===== src/rtl/spd_lp_pkg.sv =====
package spd_lp_pkg;

  typedef enum logic [1:0] {
    MODE_ANALOG = 2'b00,
    MODE_PWM    = 2'b01,
    MODE_HOST   = 2'b10,
    MODE_FREQ   = 2'b11
  } spd_mode_e;

  typedef enum logic [1:0] {
    ST_RUN      = 2'b00,
    ST_STOPPING = 2'b01,
    ST_PARKED   = 2'b10
  } lp_state_e;

  function automatic int unsigned umax(input int unsigned a, input int unsigned b);
    return (a > b) ? a : b;
  endfunction

  // Entry window in 1 us ticks for a given mode and select code.
  function automatic int unsigned pick_entry_ticks(
    input logic [1:0]  mode,
    input logic [1:0]  sel,
    input int unsigned t0,
    input int unsigned t1,
    input int unsigned t2,
    input int unsigned t3,
    input int unsigned thost
  );
    if (mode == MODE_HOST) return thost;
    case (sel)
      2'b00:   return t0;
      2'b01:   return t1;
      2'b10:   return t2;
      default: return t3;
    endcase
  endfunction

endpackage


===== src/rtl/spd_tick_gen.sv =====
module spd_tick_gen #(
  parameter int unsigned DIV = 100
) (
  input  logic clk,
  input  logic rst_n,
  output logic tick_o
);
  localparam int unsigned PRE_W = (DIV > 1) ? $clog2(DIV) : 1;
  localparam logic [PRE_W-1:0] LAST = PRE_W'(DIV - 1);

  logic [PRE_W-1:0] pre_q;

  always_ff @(posedge clk or negedge rst_n) begin
    if (!rst_n) begin
      pre_q  <= '0;
      tick_o <= 1'b0;
    end else begin
      tick_o <= (pre_q == LAST);
      pre_q  <= (pre_q == LAST) ? '0 : pre_q + 1'b1;
    end
  end
endmodule


===== src/rtl/spd_cond_sel.sv =====
module spd_cond_sel import spd_lp_pkg::*; #(
  parameter int unsigned CMD_W  = 8,
  parameter int unsigned SYNC_N = 2
) (
  input  logic             clk,
  input  logic             rst_n,
  input  logic             pin_i,
  input  logic             below_i,
  input  logic             above_i,
  input  logic [CMD_W-1:0] cmd_i,
  input  logic [1:0]       mode_i,
  output logic             low_o,
  output logic             high_o,
  output logic             pwm_edge_o
);
  // sh_q[SYNC_N-1] is the synchronized level, sh_q[SYNC_N] its previous value
  logic [SYNC_N:0] sh_q;
  logic            lvl, prev;

  always_ff @(posedge clk or negedge rst_n) begin
    if (!rst_n) sh_q <= '0;
    else        sh_q <= {sh_q[SYNC_N-1:0], pin_i};
  end

  assign lvl  = sh_q[SYNC_N-1];
  assign prev = sh_q[SYNC_N];

  always_comb begin
    low_o  = 1'b0;
    high_o = 1'b0;
    unique case (spd_mode_e'(mode_i))
      MODE_ANALOG: begin
        high_o = above_i;
        low_o  = below_i & ~above_i;   // high takes priority
      end
      MODE_HOST: begin
        high_o = (cmd_i != '0);
        low_o  = (cmd_i == '0);
      end
      MODE_PWM, MODE_FREQ: begin
        high_o = lvl;
        low_o  = ~lvl;
      end
    endcase
  end

  assign pwm_edge_o = (spd_mode_e'(mode_i) == MODE_PWM) && (lvl != prev);
endmodule


===== src/rtl/spd_qual_timer.sv =====
module spd_qual_timer #(
  parameter int unsigned W = 8
) (
  input  logic         clk,
  input  logic         rst_n,
  input  logic         clr_i,
  input  logic         tick_i,
  input  logic [W-1:0] target_i,
  output logic         reached_o
);
  logic [W-1:0] cnt_q;

  always_ff @(posedge clk or negedge rst_n) begin
    if (!rst_n)                        cnt_q <= '0;
    else if (clr_i)                    cnt_q <= '0;
    else if (tick_i && (cnt_q != '1))  cnt_q <= cnt_q + 1'b1;
  end

  assign reached_o = !clr_i && (cnt_q >= target_i);
endmodule


===== src/rtl/spd_lowpower_det.sv =====
module spd_lowpower_det import spd_lp_pkg::*; #(
  parameter int unsigned CLK_HZ      = 100_000_000,
  parameter int unsigned CMD_W       = 8,
  parameter int unsigned ENTRY0_US   = 50,
  parameter int unsigned ENTRY1_US   = 200,
  parameter int unsigned ENTRY2_US   = 20_000,
  parameter int unsigned ENTRY3_US   = 200_000,
  parameter int unsigned HOST_DET_US = 1_000,
  parameter int unsigned WAKE_US     = 1,
  parameter int unsigned STOP_US     = 1_000
) (
  input  logic             clk,
  input  logic             rst_n,
  input  logic             spd_pin_i,
  input  logic             ana_below_i,
  input  logic             ana_above_i,
  input  logic [CMD_W-1:0] dig_cmd_i,
  input  logic [1:0]       mode_i,
  input  logic [1:0]       etime_i,
  output logic             lp_req_o,
  output logic             wake_o,
  output logic             drive_en_o
);
  localparam int unsigned TICK_DIV = (CLK_HZ / 1_000_000 > 0) ? CLK_HZ / 1_000_000 : 1;
  localparam int unsigned LONGEST  = umax(umax(umax(ENTRY0_US, ENTRY1_US), umax(ENTRY2_US, ENTRY3_US)),
                                          umax(HOST_DET_US, umax(WAKE_US, STOP_US)));
  localparam int unsigned CNT_W    = $clog2(LONGEST + 2);

  logic tick;
  logic low_c, high_c, pwm_edge;
  logic ent_clr, wk_clr, stop_clr;
  logic ent_hit, wk_hit, stop_done;
  logic [CNT_W-1:0] ent_target;
  lp_state_e st_q, st_d;
  logic wake_q;

  spd_tick_gen #(.DIV(TICK_DIV)) u_tick (
    .clk(clk), .rst_n(rst_n), .tick_o(tick)
  );

  spd_cond_sel #(.CMD_W(CMD_W), .SYNC_N(2)) u_cond (
    .clk(clk), .rst_n(rst_n), .pin_i(spd_pin_i),
    .below_i(ana_below_i), .above_i(ana_above_i), .cmd_i(dig_cmd_i),
    .mode_i(mode_i), .low_o(low_c), .high_o(high_c), .pwm_edge_o(pwm_edge)
  );

  assign ent_target = CNT_W'(pick_entry_ticks(mode_i, etime_i, ENTRY0_US, ENTRY1_US,
                                              ENTRY2_US, ENTRY3_US, HOST_DET_US));

  // Entry timer: counts only while running and low, restarted by PWM edges
  assign ent_clr  = (st_q != ST_RUN) || !low_c || pwm_edge;
  // Wake timer: counts only while in a low-power state and high
  assign wk_clr   = (st_q == ST_RUN) || !high_c;
  // Stop timer: counts the drive shutdown window
  assign stop_clr = (st_q != ST_STOPPING);

  spd_qual_timer #(.W(CNT_W)) u_ent (
    .clk(clk), .rst_n(rst_n), .clr_i(ent_clr), .tick_i(tick),
    .target_i(ent_target), .reached_o(ent_hit)
  );

  spd_qual_timer #(.W(CNT_W)) u_wake (
    .clk(clk), .rst_n(rst_n), .clr_i(wk_clr), .tick_i(tick),
    .target_i(CNT_W'(WAKE_US)), .reached_o(wk_hit)
  );

  spd_qual_timer #(.W(CNT_W)) u_stop (
    .clk(clk), .rst_n(rst_n), .clr_i(stop_clr), .tick_i(tick),
    .target_i(CNT_W'(STOP_US)), .reached_o(stop_done)
  );

  always_comb begin
    st_d = st_q;
    unique case (st_q)
      ST_RUN:      if (ent_hit) st_d = ST_STOPPING;
      ST_STOPPING: if (wk_hit) st_d = ST_RUN;
                   else if (stop_done) st_d = ST_PARKED;
      ST_PARKED:   if (wk_hit) st_d = ST_RUN;
      default:     st_d = ST_RUN;
    endcase
  end

  always_ff @(posedge clk or negedge rst_n) begin
    if (!rst_n) begin
      st_q   <= ST_RUN;
      wake_q <= 1'b0;
    end else begin
      st_q   <= st_d;
      wake_q <= wk_hit;
    end
  end

  assign lp_req_o   = (st_q != ST_RUN);
  assign drive_en_o = (st_q != ST_PARKED);
  assign wake_o     = wake_q;
endmodule


===== config.mk =====
export PLATFORM = sky130hd
export DESIGN_NAME = spd_lowpower_det
export DESIGN_NICKNAME = d
export VERILOG_FILES = /design/src/rtl/spd_lp_pkg.sv /design/src/rtl/spd_tick_gen.sv /design/src/rtl/spd_cond_sel.sv /design/src/rtl/spd_qual_timer.sv /design/src/rtl/spd_lowpower_det.sv
export SDC_FILE = /design/constraint.sdc
export NUM_CORES = 1
export LEC_CHECK = 0
export ABC_AREA = 1
export BUFFER_PORTS_ARGS = -buffer_cell sky130_fd_sc_hd__buf_4
export CAP_MARGIN = 25
export CORE_AREA = 4 4 107 79
export CTS_BUF_LIST = sky130_fd_sc_hd__clkbuf_4 sky130_fd_sc_hd__clkbuf_8 sky130_fd_sc_hd__clkbuf_16
export DETAILED_ROUTE_END_ITERATION = 16
export DIE_AREA = 0 0 111 83
export HOLD_SLACK_MARGIN = 0.02
export PLACE_DENSITY = 0.82
export SLEW_MARGIN = 20
export SYNTH_ARGS = -nofsm -noshare
export SYNTH_HDL_FRONTEND = slang
export SYNTH_SLANG_ARGS = --single-unit

===== constraint.sdc =====
create_clock -name clk -period 2.12 [get_ports clk]
set_input_delay 0.212 -clock clk [delete_from_list [all_inputs] [get_ports clk]]
set_output_delay 0.212 -clock clk [all_outputs]
set_load 0.1 [all_outputs]

==> qor.csv <==
stage,metric,value,unit
status,status,completed,
pwr,ir_worst_vdd,0.4227,mV
finish,antenna_cells,0,
clocking,cts_tree,built,
logic_synthesis,synth_top_flop_cell,dfrtp_1,
clocking,cts_root_buf,clkbuf_8,
floorplanning,pin_count,20,
global_routing,grt_start_max_net_pins,69,
clocking,tritoncts_num_sinks,68,
critical_path,reg2reg_to,u_wake.cnt_q[11],
sta,period_share,92.32,%
floorplanning,core,7533,um^2
global_routing,grt.total_usage,23.24,%
floorplanning,die_area,9213,um^2
logic_synthesis,synth_common_cells,"nand2_1 (123), inv_1 (78), nor2_1 (72)",
floorplanning,initial_utilization,57.96,%
placed_design,pre_cts_slack,0.1183,ns
clocking,clkTransAtPathRegs,0.08,ns
global_routing,grt_overflow_total,0,
placed_design,hpwl,7395,um
finish,syn_to_final_growth,12.89,%
hold_path,holdPathEnd,u_cond.sh_q[1],
logic_synthesis,ys_ff_latch,68,
logic_synthesis,synth-edff-count,0,
pwr,switching_share,22.92,%
hold_path,min_delay_path_depth,0,
sta,clock_skew,0.01340,ns
clocking,cts_made_buffers,9,
clocking,clkLatencyLatePin,0.37,ns
logic_synthesis,netlist_top_cells_area,"dfrtp_1 (39%), nand2_1 (11%), nand3_1 (6.9%)",
logic_synthesis,synth_most_common_cell,nand2_1,
floorplanning,dieWidth,111,um
logic_synthesis,syn_nets,630,
sta,max_freq,0.5109,GHz
hold_path,min_path_type,reg -> reg,
placed_design,place_area,4673,um^2
critical_path,crit_type,reg -> reg,
logic_synthesis,synthArstFlopShare,100.0,%
detailed_routing,wl_per_cell,13.60,um
detailed_routing,num_vias,4102,
finish,nNetsFinal,666,
critical_path,crit_path_start_kind,flop,
critical_path,worstSetupEndpointType,flop,
logic_synthesis,avgSynthCellArea,7.364,um^2
pwr,pwr_density_cell,531.6,nW/um^2
logic_synthesis,synth.distinct_cells,31,
sta,period_needed,1.957,ns
finish,multiInputGateArea,2305,um^2
finish,drive_gt1_share,9.779,%
sta,tightestPinTransition,0.8569,ns
hold_path,hold_start,u_cond.sh_q[0],
sta,setup_viol,0,
floorplanning,rows,27,
detailed_routing,drc_errors,0,
detailed_routing,first_iter_violations,259,
finish,nFillCells,613,
logic_synthesis,yosys_warnings,0,
critical_path,rr_worst_depth,10,
sta,hold_viol_final,0,
critical_path,critPathArrivalTime,2.25,ns
finish,final_cell_area,4930,um^2
finish,regArea,1703,um^2
logic_synthesis,synth_xor_area_share,5.014,%
pwr,combPwrFrac,4.9,%
detailed_routing,first_pass_iters,5,
logic_synthesis,synth_top_family_by_area,simple AND/OR/NAND/NOR gates,
logic_synthesis,netlist.area_leader.share,38.97,%
sta,fin_ws,0.1628,ns
global_routing,grt_pass1_wl,17710,um
critical_path,r2r_start,u_wake.cnt_q[0],
floorplanning,die_y,83,um
pwr,seq_power_share,49.7,%
placed_design,place_congestion,0.9631,
logic_synthesis,synth_adder_area_share,5.731,%
pwr,leakagePower,2.281,nW
logic_synthesis,muxShareOfSynthArea,0,%
detailed_routing,vias_per_cell,5.581,
flow_run,drv_cap,0,
sta,grt_setup_unrepaired,false,
global_routing,grt_pass1_vias,3835,
logic_synthesis,synth_cells,593,
detailed_routing,drt-total-wl,9994,um
clocking,clockBufferDepth,2,
critical_path,cp.required,2.41,ns
placed_design,port_buffers,19,
logic_synthesis,synth_top_cell_by_area,dfrtp_1,
sta,fin_tns_setup,0,ns
logic_synthesis,synth-compound-area-share,8.911,%
logic_synthesis,syn_area,4367,um^2
critical_path,rrSetupSlack,0.16,ns
logic_synthesis,synth-seq-area-share,38.97,%
detailed_routing,postRouteAntennaNets,0,
critical_path,crit_fanout,7,
pwr,p_clk_share,45.5,%
sta,slew_headroom,42.87,%
pwr,switching_power,0.6007,mW
clocking,h-tree-depth,3,
sta,slew_violations,0,
pwr,power.internal,2.020,mW
logic_synthesis,synth_simple_gate_area_share,33.01,%
global_routing,antenna_found_initial,0,
## worst max-delay path, cell delays in order, from the launching register on
cell	delay (ns)
dfrtp_2	0.45
ha_1	0.25
nand3_2	0.10
nor3_2	0.06
nand3_2	0.12
nor2_1	0.05
nor2_1	0.35
nand2_1	0.17
o21ai_0	0.19
inv_1	0.05
nor2_1	0.08
## timing repair
item | 4_1_cts | 5_1_grt
setup endpoints to repair | 0 | 9
hold buffers | 2 | 0
hold endpoints to repair | 69 | 0
setup buffers | 0 | 1
gates resized for setup | 0 | 4
## sequential cells by signal, summed over array words and instances (netlist names)
register / cells
st_q: 2
u_cond.sh_q: 3
u_ent.cnt_q: 18
u_stop.cnt_q: 18
u_tick.pre_q: 7
u_tick.tick_o: 1
u_wake.cnt_q: 18
wake_o: 1
## stage by stage
step	instances	power, mW	hold slack (ns)	utilization, %
6_report	735	2.621	0.3565	65.44
3_3_place_gp	716	1.448	0.3226	62.03
3_5_place_dp	716	1.453	0.3255	62.03
2_1_floorplan	593	1.383	-0.08359	-
5_1_grt	735	2.746	0.3586	65.44
4_1_cts	734	2.647	0.3547	65.21
## cells by family after synthesis
kind of cell / count (synthesis)
compound gates: 68
flops: 68
xor+xnor: 25
fa+ha+maj: 20
simple gates: 322
buf+inv: 90
## power groups by stage
stage / registers [mW] / clock network (mW) / logic [mW]
4_1_cts: 1.30 / 1.22 / 0.129
3_5_place_dp: 1.33 / 0 / 0.126
3_3_place_gp: 1.33 / 0 / 0.122
5_1_grt: 1.30 / 1.30 / 0.148
2_1_floorplan: 1.33 / 0 / 0.0568
6_report: 1.30 / 1.19 / 0.128
## layout by cell type (no fill, tap or decap), drive strengths merged
| cell | Yosys | layout |
|---|---|---|
| or2 | 1 | 1 |
| o31ai | 10 | 10 |
| ha | 20 | 20 |
| dlygate4sd3 | 0 | 2 |
| a21oi | 16 | 16 |
| clkinvlp | 0 | 1 |
| o21bai | 1 | 1 |
| xor2 | 20 | 20 |
| nand3 | 62 | 62 |
| nor3b | 1 | 1 |
| bufinv | 0 | 2 |
| nor2 | 73 | 73 |
| buf | 7 | 34 |
| nand3b | 2 | 2 |
| nor3 | 29 | 29 |
| nand2 | 124 | 124 |
| o211ai | 2 | 2 |
| xnor2 | 5 | 5 |
| and3 | 1 | 1 |
| nand4 | 26 | 26 |
| o21a | 2 | 2 |
| nor4 | 3 | 3 |
| dfrtp | 68 | 68 |
| clkbuf | 4 | 10 |
| inv | 78 | 78 |
| clkinv | 1 | 4 |
| o21ai | 37 | 37 |
## layer usage
layer / track usage, % / share of wire (%) / wire (um)
met3: 7.647 / 7.8 / 776
met2: 33.37 / 43 / 4305
met4: 4.474 / 0.79 / 79
met1: 34.42 / 48 / 4833
met5: 0 / 0 / 0
## worst max path at each step
stage,end,startpoint,slack (ns),cells past startpoint
6_report,u_wake.cnt_q[11],u_wake.cnt_q[0],0.16,10
5_1_grt,u_ent.cnt_q[6],u_ent.cnt_q[1],0.01,12
4_1_cts,u_ent.cnt_q[17],u_ent.cnt_q[1],0.17,10
3_5_place_dp,st_q[1],mode_i[0],0.12,18
3_3_place_gp,st_q[1],mode_i[0],0.21,18
2_1_floorplan,u_wake.cnt_q[3],st_q[1],0.20,7
## final cells by class
type                    instances  share of cell area (%)
clock buffers                  10                   2.665
clock inverters                 6                   1.777
inverters                      79                   6.117
repair buffers                 36                   5.584
well taps                     101                   2.563
multi-input cells             435                   46.75
flip-flops and latches         68                   34.54
(Power assumes the default switching activity.)
